==> config.mk <==
export PLATFORM = sky130hd
export DESIGN_NAME = unlock_seq_decoder
export DESIGN_NICKNAME = d
export VERILOG_FILES = /design/src/rtl/uscd_pkg.sv /design/src/rtl/uscd_match.sv /design/src/rtl/uscd_timer.sv /design/src/rtl/unlock_seq_decoder.sv
export SDC_FILE = /design/constraint.sdc
export NUM_CORES = 1
export LEC_CHECK = 0
export ABC_CLOCK_PERIOD_IN_PS = 2500
export BUFFER_PORTS_ARGS = -buffer_cell sky130_fd_sc_hd__clkbuf_2
export CORE_MARGIN = 2
export CORE_UTILIZATION = 55
export CTS_CLUSTER_DIAMETER = 80
export DETAILED_ROUTE_END_ITERATION = 8
export PLACE_DENSITY = 0.85
export SLEW_MARGIN = 25
export SYNTH_ARGS = -nofsm -noshare
export SYNTH_HDL_FRONTEND = slang
export SYNTH_SLANG_ARGS = --single-unit
export TNS_END_PERCENT = 100
==> constraint.sdc <==
create_clock -name clk -period 2.5 [get_ports clk]
set_input_delay 0.125 -clock clk [delete_from_list [all_inputs] [get_ports clk]]
set_output_delay 0.125 -clock clk [all_outputs]
set_load 0.01 [all_outputs]
==> src/rtl/uscd_pkg.sv <==
package uscd_pkg;

    localparam int ADDR_W = 15;
    localparam int DATA_W = 8;

    localparam logic [ADDR_W-1:0] KEY_ADDR_A = 15'h5555;
    localparam logic [ADDR_W-1:0] KEY_ADDR_B = 15'h2AAA;
    localparam logic [DATA_W-1:0] KEY_DATA_A = 8'hAA;
    localparam logic [DATA_W-1:0] KEY_DATA_B = 8'h55;
    localparam logic [DATA_W-1:0] OP_PROT_SET = 8'hA0;
    localparam logic [DATA_W-1:0] OP_EXTEND   = 8'h80;
    localparam logic [DATA_W-1:0] OP_PROT_CLR = 8'h20;
    localparam logic [DATA_W-1:0] OP_ID_ON    = 8'h90;
    localparam logic [DATA_W-1:0] OP_ID_OFF   = 8'hF0;

    typedef enum logic [2:0] {
        CM_NONE,
        CM_KEY1,
        CM_KEY2,
        CM_SET,
        CM_EXT,
        CM_CLR,
        CM_IDON,
        CM_IDOFF
    } cmd_e;

    typedef enum logic [2:0] {
        SQ_IDLE,
        SQ_K1,
        SQ_K2,
        SQ_X3,
        SQ_X4,
        SQ_X5
    } seq_e;

    typedef enum logic [1:0] {
        PA_NONE,
        PA_SET,
        PA_CLR
    } pend_e;

    typedef struct packed {
        seq_e              seq;
        logic              loading;
        logic              auth;
        logic              busy;
        pend_e             pend;
        logic              id_wait;
        logic              id_tgt;
        logic              buf_wr;
        logic [ADDR_W-1:0] buf_addr;
        logic [DATA_W-1:0] buf_data;
        logic              prog_start;
        logic              prog_blank;
    } core_t;

    typedef struct packed {
        logic prot;
        logic id_mode;
    } keep_t;

endpackage

==> src/rtl/uscd_match.sv <==
module uscd_match
    import uscd_pkg::*;
(
    input  logic [ADDR_W-1:0] addr,
    input  logic [DATA_W-1:0] data,
    output cmd_e              code
);

    always_comb begin
        code = CM_NONE;
        if (addr == KEY_ADDR_A && data == KEY_DATA_A) begin
            code = CM_KEY1;
        end else if (addr == KEY_ADDR_B && data == KEY_DATA_B) begin
            code = CM_KEY2;
        end else if (addr == KEY_ADDR_A) begin
            case (data)
                OP_PROT_SET: code = CM_SET;
                OP_EXTEND:   code = CM_EXT;
                OP_PROT_CLR: code = CM_CLR;
                OP_ID_ON:    code = CM_IDON;
                OP_ID_OFF:   code = CM_IDOFF;
                default:     code = CM_NONE;
            endcase
        end
    end

endmodule

==> src/rtl/uscd_timer.sv <==
module uscd_timer #(
    parameter int LIMIT = 8
) (
    input  logic clk,
    input  logic rst_n,
    input  logic start,
    output logic expired
);

    localparam int CW = $clog2(LIMIT + 1);

    logic [CW-1:0] cnt_d, cnt_q;

    always_comb begin
        cnt_d = cnt_q;
        if (start) begin
            cnt_d = CW'(LIMIT);
        end else if (cnt_q != '0) begin
            cnt_d = cnt_q - CW'(1);
        end
    end

    always_ff @(posedge clk or negedge rst_n) begin
        if (!rst_n) begin
            cnt_q <= '0;
        end else begin
            cnt_q <= cnt_d;
        end
    end

    assign expired = (cnt_q == CW'(1));

endmodule

==> src/rtl/unlock_seq_decoder.sv <==
module unlock_seq_decoder
    import uscd_pkg::*;
#(
    parameter int          LOAD_WINDOW = 7500,
    parameter int          ID_PAUSE    = 500000,
    parameter logic [7:0]  MFR_CODE    = 8'h1F,
    parameter logic [7:0]  DEV_CODE    = 8'h5D
) (
    input  logic        clk,
    input  logic        por_n,
    input  logic        rst_n,
    input  logic        ld_valid,
    input  logic [14:0] ld_addr,
    input  logic [7:0]  ld_data,
    input  logic        prog_done,
    input  logic        rd_lsb,
    input  logic [7:0]  arr_rdata,
    output logic        buf_wr,
    output logic [14:0] buf_addr,
    output logic [7:0]  buf_data,
    output logic        prog_start,
    output logic        prog_blank,
    output logic        prot_on,
    output logic        id_mode,
    output logic [7:0]  rd_data
);

    core_t core_d, core_q;
    keep_t keep_d, keep_q;
    cmd_e  code;
    logic  srst_n;
    logic  ld_acc;
    logic  to_exp;
    logic  id_exp;
    logic  id_start;

    assign srst_n = por_n & rst_n;
    assign ld_acc = ld_valid & ~core_q.busy & ~core_q.id_wait;
    assign id_start = ld_acc & ~core_q.loading & (core_q.seq == SQ_K2) &
                      ((code == CM_IDON) | (code == CM_IDOFF));

    uscd_match u_match (
        .addr (ld_addr),
        .data (ld_data),
        .code (code)
    );

    uscd_timer #(.LIMIT(LOAD_WINDOW)) u_load_tmr (
        .clk     (clk),
        .rst_n   (srst_n),
        .start   (ld_acc),
        .expired (to_exp)
    );

    uscd_timer #(.LIMIT(ID_PAUSE)) u_id_tmr (
        .clk     (clk),
        .rst_n   (srst_n),
        .start   (id_start),
        .expired (id_exp)
    );

    always_comb begin
        logic plain;
        plain          = 1'b0;
        core_d         = core_q;
        keep_d         = keep_q;
        core_d.buf_wr     = 1'b0;
        core_d.prog_start = 1'b0;
        core_d.prog_blank = 1'b0;

        if (ld_acc) begin
            if (core_q.loading) begin
                plain = 1'b1;
            end else begin
                case (core_q.seq)
                    SQ_IDLE: begin
                        if (code == CM_KEY1) core_d.seq = SQ_K1;
                        else                 plain = 1'b1;
                    end
                    SQ_K1: begin
                        if (code == CM_KEY2) core_d.seq = SQ_K2;
                        else                 plain = 1'b1;
                    end
                    SQ_K2: begin
                        core_d.seq = SQ_IDLE;
                        case (code)
                            CM_SET: begin
                                core_d.loading = 1'b1;
                                core_d.auth    = 1'b1;
                                core_d.pend    = PA_SET;
                            end
                            CM_EXT:   core_d.seq = SQ_X3;
                            CM_IDON: begin
                                core_d.id_wait = 1'b1;
                                core_d.id_tgt  = 1'b1;
                            end
                            CM_IDOFF: begin
                                core_d.id_wait = 1'b1;
                                core_d.id_tgt  = 1'b0;
                            end
                            default:  plain = 1'b1;
                        endcase
                    end
                    SQ_X3: begin
                        if (code == CM_KEY1) core_d.seq = SQ_X4;
                        else                 plain = 1'b1;
                    end
                    SQ_X4: begin
                        if (code == CM_KEY2) core_d.seq = SQ_X5;
                        else                 plain = 1'b1;
                    end
                    SQ_X5: begin
                        if (code == CM_CLR) begin
                            core_d.seq     = SQ_IDLE;
                            core_d.loading = 1'b1;
                            core_d.auth    = 1'b1;
                            core_d.pend    = PA_CLR;
                        end else begin
                            plain = 1'b1;
                        end
                    end
                    default: plain = 1'b1;
                endcase
            end

            if (plain) begin
                core_d.seq      = SQ_IDLE;
                core_d.buf_addr = ld_addr;
                core_d.buf_data = ld_data;
                if (core_q.loading) begin
                    core_d.buf_wr = core_q.auth;
                end else begin
                    core_d.loading = 1'b1;
                    core_d.auth    = ~keep_q.prot;
                    core_d.buf_wr  = ~keep_q.prot;
                end
            end
        end else if (to_exp) begin
            core_d.seq = SQ_IDLE;
            if (core_q.loading) begin
                core_d.loading    = 1'b0;
                core_d.auth       = 1'b0;
                core_d.busy       = 1'b1;
                core_d.prog_start = 1'b1;
                core_d.prog_blank = ~core_q.auth;
            end
        end

        if (id_exp && core_q.id_wait) begin
            core_d.id_wait = 1'b0;
            keep_d.id_mode = core_q.id_tgt;
        end

        if (prog_done && core_q.busy) begin
            core_d.busy = 1'b0;
            case (core_q.pend)
                PA_SET:  keep_d.prot = 1'b1;
                PA_CLR:  keep_d.prot = 1'b0;
                default: keep_d.prot = keep_q.prot;
            endcase
            core_d.pend = PA_NONE;
        end
    end

    always_ff @(posedge clk or negedge srst_n) begin
        if (!srst_n) begin
            core_q <= '{seq: SQ_IDLE, pend: PA_NONE, default: '0};
        end else begin
            core_q <= core_d;
        end
    end

    always_ff @(posedge clk or negedge por_n) begin
        if (!por_n) begin
            keep_q <= '0;
        end else begin
            keep_q <= keep_d;
        end
    end

    assign buf_wr     = core_q.buf_wr;
    assign buf_addr   = core_q.buf_addr;
    assign buf_data   = core_q.buf_data;
    assign prog_start = core_q.prog_start;
    assign prog_blank = core_q.prog_blank;
    assign prot_on    = keep_q.prot;
    assign id_mode    = keep_q.id_mode;
    assign rd_data    = keep_q.id_mode ? (rd_lsb ? DEV_CODE : MFR_CODE) : arr_rdata;

endmodule

Word-level counts from Yosys, hierarchy flattened. Cells that the tools add are included.

Shifts and indexed selects: 0. Divide/modulo/power cells: 0. Mux-type cells: 48. Bitwise operators: 12. Reduce and logical (&&, ||, !) cells: 31. Equality and inequality tests: 37. $mul: 0. $lt $le $gt $ge: 0. Add/subtract/negate cells: 2.

Operators by type and width (number): == test 8 bit, second input constant (5); two-way mux 19 bit (2); two-way mux 28 bit (1); two-way mux 13 bit (2); two-way mux 24 bit (1); two-way mux 3 bit (8); nonzero test 2 bit (11); two-way mux 2 bit (10); two-way mux 5 bit (4); != test 4 bit, second input constant (5); == test 19 x 1 -> 1 bit, second input constant (1); nonzero test 19 bit (1); subtractor 19 x 1 -> 19 bit, second input constant (1); == test 3 bit, second input constant (6); one-hot mux 3 bit (6 select lines) (1); == test 15 x 14 -> 1 bit, second input constant (1); == test 15 bit, second input constant (1); one-hot mux 3 bit (5 select lines) (1); == test 13 x 1 -> 1 bit, second input constant (1); nonzero test 13 bit (1); subtractor 13 x 1 -> 13 bit, second input constant (1); == test 3 x 2 -> 1 bit, second input constant (4); one-hot mux 2 bit (2 select lines) (3); two-way mux 1 bit (9); 29 further kinds (49).

Memories kept: 0. Word-level logic and storage cells: 146. Output and inout port bits: 36. Input port bits: 37. ROM bits: 0. Latch bits: 0. Register bits after elaboration: 70. Memory bits (writable): 0.

Logic depth before layout (Yosys ltp). Gate-level depths: netlist of run 1.

Depth after elaboration: 14. Depth in mapped cells: 10. Depth with buffers taken out: 8.

Modules after synthesis. Synthesis of run 1 repeated with hierarchy kept, for this count alone.

Cell total of the unflattened synthesis: 421. Area total of the unflattened synthesis: 4352.9 um^2.

Modules (own cells, without submodules): unlock_seq_decoder (seq. area each 950.9 um^2, instances 1, cells an instance 197, area an instance 2177.1 um^2); uscd_timer at u_id_tmr (seq. area each 475.5 um^2, instances 1, cells an instance 120, area an instance 1168.6 um^2); uscd_timer at u_load_tmr (seq. area each 325.3 um^2, instances 1, cells an instance 73, area an instance 792.0 um^2); uscd_match (seq. area each 0.0 um^2, instances 1, cells an instance 31, area an instance 215.2 um^2).

Worst setup path before layout of run 1. No wires, ideal clock.

Path type: register -> register. Start: register core_q[35] (netlist bit). End: register core_q (netlist bit buf_addr[0]). Arrival time: 2.078 ns. Setup time: 0.125 ns. Period minus slack after synthesis: 2.203 ns. Buffers on the path: 2. Slack: 0.297 ns. Required time: 2.375 ns. Cell stages (with the launch flop): 9. Cell sequence: dfrtp_1 > nor3b_1 > nor3_1 > o311ai_4 > a21oi_2 > nand2b_4 > buf_12 > buf_12 > mux2_4.

Word-level cells in the longest chain between the ends: 6. Elaborated cells between the ends (all ways): 12. Those cells by class: 5 x eq/ne; 3 x mux; 4 x reduce/logical.

RTL lines: start: declaration (line unlock_seq_decoder.sv:28) `core_t core_d, core_q;`; start signal: assignment (line unlock_seq_decoder.sv:169) `core_q <= core_d;`; == test 3 bit (tied with other cells) (line unlock_seq_decoder.sv:75) `case (core_q.seq)`; OR reduction 2 bit (no source line); one-hot mux 1 bit (4 select lines) (*) (line unlock_seq_decoder.sv:75); two-way mux 1 bit (*) (line unlock_seq_decoder.sv:72) `if (core_q.loading) begin`; two-way mux 1 bit (*) (line unlock_seq_decoder.sv:71) `if (ld_acc) begin`; AND reduction 2 bit (no source line) (*).

Every way passes the cells marked *; elsewhere a longest branch is shown, timed or not. The select of a mux whose other input is x is not followed. A chain may end at the register's enable or synchronous reset.

Worst setup path in the final report of run 1.
Start: register u_id_tmr.cnt_q[5]. End: register u_id_tmr.cnt_q[12].

Word-level cells in the longest chain between the ends: 3. Elaborated cells between the ends (all ways): 5. Those cells by class: 1 x add/sub; 2 x mux; 2 x reduce/logical.

RTL lines: start: declaration (line uscd_timer.sv:12) `logic [CW-1:0] cnt_d, cnt_q;`; start signal: assignment (line uscd_timer.sv:27) `cnt_q <= cnt_d;`; subtractor 19 x 1 -> 19 bit (line uscd_timer.sv:19) `cnt_d = cnt_q - CW'(1);`; two-way mux 19 bit (line uscd_timer.sv:18) `end else if (cnt_q != '0) begin`; two-way mux 19 bit (line uscd_timer.sv:16) `if (start) begin`.

Parallel ways exist; a longest one is shown, timed or not. The select of a mux whose other input is x is not followed.

==> run metrics, run 1 <==
outcome finished, final reports clean; pre-CTS setup slack 0.06987 ns; nets@finish 486; register area share after synthesis 0.4346; CP max-delay cell or4_1; register-to-register setup slack 0.13 ns; largest net degree at the start of global routing 38; CP bufs+invs 0; die area 8028 µm²; CP endpoint kind flip-flop; clock slew at reported path FFs 0.07 ns; final setup TNS 0 ns; DIE WIDTH 89.60 µm; Tcrit/Tclk final 0.9465; CTS Sinks 70; drt first pass iters 4; Startpoint Class flip-flop; Max stage delay on crit path 0.59 ns; peak supply drop 0.0003808 V; layout cells sized above 1 0.3318; vias per cell 5.595; crit-path cells or4_1, nor4b_2, nand4_1, nand2_1, nor4_1, xnor2_1, nor2_1; Main synth FF type dfrtp_1; Hold Vio Cnt, Final 0; antenna violations before repair 0; vias in the first global route 3021; CTS Root Cell clkbuf_8; site row count 31; Initial Util 0.5616; Worst Path Arrival 2.61 ns; CP max FO 6; area grow syn2layout 13.23%; mapped cell area 4030 µm²; CTS tree yes; Register Area 1752 µm²; Avg Cell Area, Syn 10.55 µm²; Max-cap violations 0; H-tree levels 3; Gate Count Post-Synth 382; DRC Markers 0; #FFs+latches synth 70; cts bufs inserted 9; post-DP HPWL 6130 µm; final wirelength 8526 µm; crit-path leading delay family simple AND/OR/NAND/NOR gates; CORE AREA 7176 µm²; worst setup path class reg2reg; Antenna Nets Post-Route 0; IO buf count 72; Filler cells 547; Max Fclk 422.6 MHz; leakage power 2.035 nW; Clock Tree Buf Depth 2; asr flop ratio synth 1.000; clk_lat worst skew 0.35 ns; wire length per cell 15.56 µm; GPL Wtd Cong 0.8847; multi-input combinational cell area 1953 µm²; antenna cell count 0; 1st-iter DRT viols 227; unrepaired setup endpoints after global routing true; Post-synth EDFFs 0; fin util 0.6359; setup ws final 0.1338 ns; Synth Net Count 424; I/O pin total 73; vias post-DR 3066; global-route wire length before repair 14260 µm; gr usage total 0.2330; critical path required time 2.74 ns; Slew @ Worst Pin 0.5706 ns; fin. max-slew vios 0; Final min period 2.366 ns; Final Skew 0.007440 ns; Max-slew headroom 0.6161; Netlist cell types 65; Ys Warns 0; worst hold path class in2reg; Die H 89.60 µm; Final Setup Violations 0; Congestion Overflow GR 0; PwrDens 531.0 nW/µm²
## sequential cells by signal, indices dropped and copies added (netlist names)
register / cells
u_id_tmr.cnt_q: 19
buf_addr: 15
u_load_tmr.cnt_q: 13
core_q: 10
buf_data: 8
buf_wr: 1
id_mode: 1
prog_blank: 1
prog_start: 1
prot_on: 1
## Yosys cell counts, drive strengths merged, types with 9 or more instances
cell type	number	area (µm²)
inv	12	45.04
dfrtp	70	1752
buf	31	282.8
nor2	38	142.6
xnor2	16	140.1
mux2	26	360.4
nand3	15	75.07
nand4	9	62.56
nand2	26	97.59
a21oi	11	58.81
nor3	10	55.05
## where the power goes
group	leakage (nW)	switching, W	total [W]	internal [W]
registers	0.850	0.0000322	0.00121	0.00118
clock network	0.0996	0.000410	0.000924	0.000514
logic	1.09	0.000145	0.000288	0.000144
total	2.03	0.000587	0.00242	0.00184
## worst register-to-register path, cell delays in order (launching register included)
cell and delay, ns:
dfrtp_1 0.42, or4_1 0.59, nor4b_2 0.37, nand4_1 0.26, nand2_1 0.29, nor4_1 0.10, xnor2_1 0.17, nor2_1 0.06
## metal layers
metal,wire [µm],vias to the layer above,share of wire,GRT usage
met5,0,-,0,0
met4,180,0,0.021,0.1072
met3,436,19,0.051,0.05027
met2,4136,110,0.49,0.3737
met1,3772,1478,0.44,0.3022
li1,-,1459,-,-
## area by class of cell
class                   instances  area share
clock inverters                 3    0.009323
multi-input cells             266      0.4280
repair buffers                 85      0.1069
inverters                      12    0.009871
well taps                      99     0.02715
flip-flops and latches         70      0.3839
clock buffers                  13     0.03482
## placed cells by master, fill, tap and decap left out, types with 3 or more instances in the layout
| cell type | instances |
|---|---|
| nand4_1 | 8 |
| nor3_1 | 9 |
| nor3b_1 | 3 |
| xnor2_1 | 16 |
| or2_2 | 7 |
| mux2_2 | 7 |
| o21ai_0 | 8 |
| nor4_1 | 6 |
| mux2i_1 | 3 |
| mux2_4 | 18 |
| or4_1 | 4 |
| dfrtp_1 | 70 |
| nor4b_2 | 4 |
| and4b_1 | 3 |
| ha_1 | 5 |
| inv_1 | 12 |
| clkbuf_2 | 72 |
| clkbuf_8 | 11 |
| nand2b_1 | 6 |
| a21oi_1 | 10 |
| nand3b_1 | 3 |
| nor4b_1 | 3 |
| and2_2 | 3 |
| and2_1 | 3 |
| nor2_1 | 38 |
| xor2_1 | 6 |
| nand2_1 | 26 |
| nand3_1 | 15 |
| buf_4 | 9 |
| nor4bb_1 | 3 |
| nor2b_1 | 6 |
## logic make-up after synthesis
family | synth area share
multiplexers | 0.09687
buffers and inverters | 0.08413
AO/OA/AOI/OAI | 0.08507
flip-flops | 0.4346
adder cells (fa/ha/maj) | 0.01552
XOR/XNOR | 0.04781
AND/OR/NAND/NOR | 0.2359
## timing repair
| item | 4_1_cts | 5_1_grt |
|---|---|---|
| hold buffers | 2 | 0 |
| setup buffers | 0 | 1 |
| endpoints found under the setup margin | 0 | 7 |
| endpoints found under the hold margin | 7 | 0 |
| resized for setup | 0 | 2 |
## path summary, 6_finish.rpt
| path | startpoint | endpoint | depth (start not counted) |
|---|---|---|---|
| min in group asynchronous | por_n | prot_on$_DFFE_PN0P_ | 2 |
| max in group asynchronous | por_n | core_q[35]$_DFFE_PN0P_ | 4 |
| worst max register to register | u_id_tmr.cnt_q[5]$_DFFE_PN0P_ | u_id_tmr.cnt_q[12]$_DFFE_PN0P_ | 7 |
| worst min-delay path | prog_done | core_q[30]$_DFFE_PN0P_ | 2 |
| worst max-delay path | u_id_tmr.cnt_q[5]$_DFFE_PN0P_ | u_id_tmr.cnt_q[12]$_DFFE_PN0P_ | 7 |
| worst min register to register | core_q[31]$_DFFE_PN0P_ | prog_blank$_DFF_PN0_ | 1 |
## through the flow
step	total power (W)	cell area, µm²	cells	hold WS [ns]
global route	0.002534	4563	548	0.02981
floorplan	0.001458	4030	382	-0.1706
detailed placement	0.001519	4322	529	-0.07866
global placement	0.001508	4322	529	-0.07870
finish	0.002423	4563	548	0.02639
CTS	0.002442	4543	547	0.01142
(Power assumes the default switching activity.)
==> inputs of run 2 (changes only) <==
--- a/config.mk
+++ b/config.mk
@@ -5,13 +5,14 @@
 export SDC_FILE = /design/constraint.sdc
 export NUM_CORES = 1
 export LEC_CHECK = 0
+export ABC_AREA = 1
 export ABC_CLOCK_PERIOD_IN_PS = 2500
 export BUFFER_PORTS_ARGS = -buffer_cell sky130_fd_sc_hd__clkbuf_2
 export CORE_MARGIN = 2
 export CORE_UTILIZATION = 55
 export CTS_CLUSTER_DIAMETER = 80
 export DETAILED_ROUTE_END_ITERATION = 8
-export PLACE_DENSITY = 0.85
+export PLACE_DENSITY = 0.84
 export SLEW_MARGIN = 25
 export SYNTH_ARGS = -nofsm -noshare
 export SYNTH_HDL_FRONTEND = slang
==> run metrics, run 2 <==
die area 8611 µm² (+7.3%); area grow syn2layout 12.52%; critical path required time 2.78 ns (+0.04 ns); synth top area cells dfrtp_1, nand2_1, inv_1; 1st-iter DRT viols 281 (+24%); Final Setup Violations 0 (unchanged); Gate Count Post-Synth 577 (+51%); max reg flops 19 (unchanged); post-CTS setup repair buffer count 0 (unchanged); PwrDens 469.5 nW/µm² (-12%); vias per cell 5.192 (-7.2%); IO buf count 72 (unchanged); hold path depth 3 (+1); mapped cell area 4337 µm² (+7.6%); Final Skew 0.006270 ns (-0.001171 ns); top post-synthesis cells by count nand2_1, inv_1, nor2_1; CORE AREA 7687 µm² (+7.1%); Worst Path Arrival 2.41 ns (-0.20 ns); fin. max-slew vios 0 (unchanged); Post-synth EDFFs 0 (unchanged); Tcrit/Tclk final 0.8518 (-0.09471); most instantiated library cell after synthesis nand2_1; Ys Warns 0 (unchanged); Clock Tree Buf Depth 2 (unchanged); CTS tree yes; DRC Markers 0 (unchanged); clk_lat worst skew 0.35 ns (about the same); top cell type by total area after synthesis dfrtp_1; Final min period 2.129 ns (-0.2368 ns); gr usage total 0.2295 (-0.003509); global-route wire length before repair 15870 µm (+11%); Max-slew headroom 0.5156 (-0.1005); outcome finished, final reports clean; final std cells w/o fill 743 (+36%); CP endpoint kind flip-flop; Max-cap violations 0 (unchanged); cts bufs inserted 9 (unchanged); vias in the first global route 3654 (+21%); clock slew at reported path FFs 0.07 ns (about the same); wire length per cell 12.62 µm (-19%); Hold Vio Cnt, Final 0 (unchanged); Power, Total 0.002291 W (-5.4%); antenna cell count 0 (unchanged); CP max FO 9 (+3); I/O pin total 73 (unchanged); peak supply drop 0.0003208 V (-16%); asr flop ratio synth 1.000 (unchanged); CTS Root Cell clkbuf_8; Main synth FF type dfrtp_1; Slew @ Worst Pin 0.7255 ns (+0.1550 ns); Netlist cell types 38 (-42%); CTS Sinks 70 (unchanged); leakage power 2.613 nW (+28%); worst hold path class in2reg; final setup TNS 0 ns (unchanged); post-DP HPWL 7080 µm (+16%); Avg Cell Area, Syn 7.516 µm² (-29%); Initial Util 0.5641 (+0.002489); #FFs+latches synth 70 (unchanged); Congestion Overflow GR 0 (unchanged); commonest non-fill, non-tap cell in the layout nand2_1; worst reg2reg path depth 10 (+3); unrepaired setup endpoints after global routing false; Placed Instances 726 (+37%); Synth Net Count 619 (+46%); most frequent cells in the layout nand2_1, inv_1, nor2_1; site row count 32 (+3.2%); vias post-DR 3858 (+26%); Max Fclk 469.6 MHz (+11%); final wirelength 9373 µm (+9.9%); post-synth top area share 0.4039 (-0.03072); Antenna Nets Post-Route 0 (unchanged); Fin Hold WS 0.02680 ns (+0.0004146 ns); Die H 92.80 µm (+3.6%); layout cells sized above 1 0.2543 (-0.07756); drt first pass iters 5 (+1); H-tree levels 3 (unchanged); largest net degree at the start of global routing 46 (+21%); Startpoint Class flip-flop; register area share after synthesis 0.4039 (-0.03072); antenna violations before repair 0 (unchanged); nets@finish 679 (+40%); DIE WIDTH 92.80 µm (+3.6%); GPL Wtd Cong 0.8795 (-0.59%); worst setup path class reg2reg; largest reg by FF count u_id_tmr.cnt_q
[run 2: cell types whose count changed after synthesis, moves of 6 or more]
| cell | delta |
|---|---|
| mux2_4 | -18 |
| o21ai_2 | +21 |
| nand2b_1 | -6 |
| xnor2_1 | -11 |
| nor2b_1 | -6 |
| nor2_1 | +37 |
| o21ai_0 | +10 |
| nand2_1 | +97 |
| mux2_2 | -6 |
| nand2_2 | +21 |
| a21oi_1 | +7 |
| nand3_1 | +36 |
| inv_2 | +10 |
| inv_1 | +64 |
[run 2: logic make-up after synthesis]
| group | after synthesis | synth area share |
|---|---|---|
| AND/OR/NAND/NOR | 311 | 0.3315 |
| multiplexers | 1 | 0.002596 |
| flip-flops | 70 | 0.4039 |
| adder cells (fa/ha/maj) | 5 | 0.01443 |
| XOR/XNOR | 11 | 0.02222 |
| buffers and inverters | 116 | 0.1290 |
| AO/OA/AOI/OAI | 63 | 0.09637 |
[run 2: path summary, 6_finish.rpt]
kind / from / end / slack, ns
max: u_id_tmr.cnt_q[0]$_DFFE_PN0P_ / u_id_tmr.cnt_q[13]$_DFFE_PN0P_ / 0.37
min: ld_addr[1] / buf_addr[1]$_DFFE_PN0P_ / 0.03
max reg2reg: u_id_tmr.cnt_q[0]$_DFFE_PN0P_ / u_id_tmr.cnt_q[13]$_DFFE_PN0P_ / 0.37
min reg2reg: buf_addr[6]$_DFFE_PN0P_ / buf_addr[6]$_DFFE_PN0P_ / 0.49
max in group asynchronous: por_n / u_load_tmr.cnt_q[1]$_DFFE_PN0P_ / 1.34
min in group asynchronous: por_n / prot_on$_DFFE_PN0P_ / 0.10
[run 2: what timing repair did]
action,4_1_cts,5_1_grt
hold endpoints to repair,35,0
gates resized for setup,0,0
hold buffers,2,0
[run 2: metrics by stage]
stage	cell area [µm²]	setup slack, ns	util
3_5_place_dp	4638	0.4586	0.6034
2_1_floorplan	4337	0.6231	-
5_1_grt	4880	0.1608	0.6348
3_3_place_gp	4638	0.5348	0.6034
6_report	4880	0.3706	0.6348
4_1_cts	4880	0.4043	0.6348
[run 2: where the power goes]
group | internal (W) | switching, W | total [W]
combinational | 0.0000474 | 0.0000862 | 0.000134
sequential | 0.00113 | 0.000000640 | 0.00113
clock | 0.000607 | 0.000417 | 0.00102
[run 2: metal layers]
| layer | part of all wire | GRT usage |
|---|---|---|
| met1 | 0.43 | 0.2935 |
| met2 | 0.49 | 0.3877 |
| met3 | 0.065 | 0.04719 |
| met4 | 0.017 | 0.07843 |
| met5 | 0 | 0 |
[run 2: critical path: stages, from the launching register on]
cell and delay [ns]:
dfrtp_1 0.38, inv_1 0.13, ha_1 0.19, inv_1 0.07
nor4_1 0.37, nand3_1 0.35, inv_1 0.18, a21oi_1 0.12
nand3_1 0.13, nand2_1 0.07, nand3_1 0.07
[run 2: cell type report]
class | count | area [µm²]
Clock buffer | 11 | 151.4
Tap cell | 102 | 127.6
Timing Repair Buffer | 79 | 430.4
Fill cell | 692 | 2808
Inverter | 86 | 322.8
Multi-Input combinational cell | 391 | 2026
Clock inverter | 4 | 70.07
Sequential cell | 70 | 1752
==> inputs of run 3 (changes only) <==
--- a/config.mk
+++ b/config.mk
@@ -9,10 +9,10 @@
 export ABC_CLOCK_PERIOD_IN_PS = 2500
 export BUFFER_PORTS_ARGS = -buffer_cell sky130_fd_sc_hd__clkbuf_2
 export CORE_MARGIN = 2
-export CORE_UTILIZATION = 55
+export CORE_UTILIZATION = 57
 export CTS_CLUSTER_DIAMETER = 80
 export DETAILED_ROUTE_END_ITERATION = 8
-export PLACE_DENSITY = 0.84
+export PLACE_DENSITY = 0.87
 export SLEW_MARGIN = 25
 export SYNTH_ARGS = -nofsm -noshare
 export SYNTH_HDL_FRONTEND = slang
==> run metrics, run 3 (synthesis results as in run 2) <==
Fin Hold WS 0.02325 ns (-0.003555 ns); CTS Root Cell clkbuf_8; DIE WIDTH 91.23 µm (-1.7%); CTS Sinks 70 (unchanged); wire length per cell 12.62 µm (about the same); Antenna Nets Post-Route 0 (unchanged); clk_lat worst skew 0.36 ns (about the same); I/O pin total 73 (unchanged); drt first pass iters 5 (unchanged); worst setup path class reg2reg; Final min period 2.102 ns (-0.02691 ns); GPL Wtd Cong 0.9752 (+11%); site row count 31 (-3.1%); antenna violations before repair 0 (unchanged); nets@finish 679 (unchanged); gr usage total 0.2354 (+0.005917); Worst Path Arrival 2.35 ns (-0.06 ns); Congestion Overflow GR 0 (unchanged); met3 GRT Util 0.03900 (-0.008189); area grow syn2layout 12.26%; CTS tree yes; # resized after CTS 0 (unchanged); Max Fclk 475.6 MHz (+1.3%); Max-cap violations 0 (unchanged); die area 8322 µm² (-3.4%); unrepaired setup endpoints after global routing false; most frequent cells in the layout nand2_1, inv_1, nor2_1; Die H 91.23 µm (-1.7%); Filler cells 624 (-9.8%); vias in the first global route 3571 (-2.3%); layout cells sized above 1 0.2539 (-0.0003961); Initial Util 0.5947 (+0.03059); largest net degree at the start of global routing 50 (+8.7%); Final Skew 0.008643 ns (+0.002374 ns); met2 Resource Use GR 0.3975 (+0.009850); final setup TNS 0 ns (unchanged); Slew @ Worst Pin 0.4841 ns (-0.2414 ns); critical path required time 2.75 ns (-0.03 ns); Tcrit/Tclk final 0.8410 (-0.01077); vias per cell 5.177 (-0.30%); Final Setup Violations 0 (unchanged); outcome finished, final reports clean; Hold Vio Cnt, Final 0 (unchanged); Max-slew headroom 0.6768 (+0.1612); largest reg by FF count u_id_tmr.cnt_q; IO buf count 72 (unchanged); commonest non-fill, non-tap cell in the layout nand2_1; worst hold path class in2reg; final wirelength 9354 µm (-0.20%); CORE AREA 7292 µm² (-5.1%); CP endpoint kind flip-flop; H-tree levels 3 (unchanged); M1 GR Usage 0.3061 (+0.01265); fin. max-slew vios 0 (unchanged); post-DP HPWL 7143 µm (+0.89%); PwrDens 466.1 nW/µm² (-0.73%); Startpoint Class flip-flop; cts bufs inserted 9 (unchanged); busiest grt layer met2; global-route wire length before repair 15850 µm (-0.13%); DRC Markers 0 (unchanged); CP max FO 5 (-4); max reg flops 19 (unchanged); peak supply drop 0.0003630 V (+13%); Clock Tree Buf Depth 2 (unchanged); antenna cell count 0 (unchanged); Power, Total 0.002269 W (-0.96%); clock slew at reported path FFs 0.07 ns (about the same); 1st-iter DRT viols 204 (-27%); leakage power 2.604 nW (-0.34%); vias post-DR 3836 (-0.57%)
-- run 3: where the power goes --
part,switching [W],internal (W)
sequential,0.000000686,0.00113
clock,0.000440,0.000560
combinational,0.0000880,0.0000475
total,0.000529,0.00174
-- run 3: cell type report --
type	instances	area (µm²)	area share
Multi-Input combinational cell	391	2026	0.4161
Sequential cell	70	1752	0.3598
Timing Repair Buffer	79	430.4	0.08841
Clock buffer	10	127.6	0.02621
Clock inverter	6	86.33	0.01773
Inverter	86	322.8	0.06631
Tap cell	99	123.9	0.02544
-- run 3: worst max-delay path, stage by stage, from the launching register on --
cell	delay [ns]
dfrtp_1	0.39
inv_1	0.13
ha_1	0.19
inv_1	0.08
nor2_1	0.22
nand3_1	0.20
nor2_1	0.17
nand2_1	0.10
nor2_1	0.18
a21oi_1	0.12
nand2_1	0.08
nand2_1	0.04
nand3_1	0.06
inv_1	0.04
-- run 3: worst paths after layout --
| check | from | endpoint | slack [ns] | cells after the start |
|---|---|---|---|---|
| max | u_id_tmr.cnt_q[0]$_DFFE_PN0P_ | u_id_tmr.cnt_q[12]$_DFFE_PN0P_ | 0.40 | 13 |
| min | ld_addr[1] | buf_addr[1]$_DFFE_PN0P_ | 0.02 | 3 |
| max reg2reg | u_id_tmr.cnt_q[0]$_DFFE_PN0P_ | u_id_tmr.cnt_q[12]$_DFFE_PN0P_ | 0.40 | 13 |
| min reg2reg | buf_data[4]$_DFFE_PN0P_ | buf_data[4]$_DFFE_PN0P_ | 0.49 | 2 |
| max in group asynchronous | por_n | core_q[32]$_DFFE_PN0P_ | 1.47 | 5 |
| min in group asynchronous | por_n | prot_on$_DFFE_PN0P_ | 0.10 | 2 |
-- run 3: what timing repair did --
item,in CTS,in global routing
setup buffers,0,0
endpoints found under the hold margin,21,0
hold buffers,2,0
-- run 3: per-stage QoR --
stage,utilization,worst slack [ns],cell area [µm²],std cells
after floorplan,-,0.6231,4337,577
after global placement,0.6356,0.5433,4634,723
after detailed placement,0.6356,0.4258,4634,723
after CTS,0.6676,0.4215,4868,741
after global routing,0.6676,0.1513,4868,741
final,0.6676,0.3975,4868,741
-- run 3: metal layers --
layer,wire length [µm],share of wire
met5,0,0
met4,130,0.014
met3,535,0.057
met2,4577,0.49
met1,4110,0.44
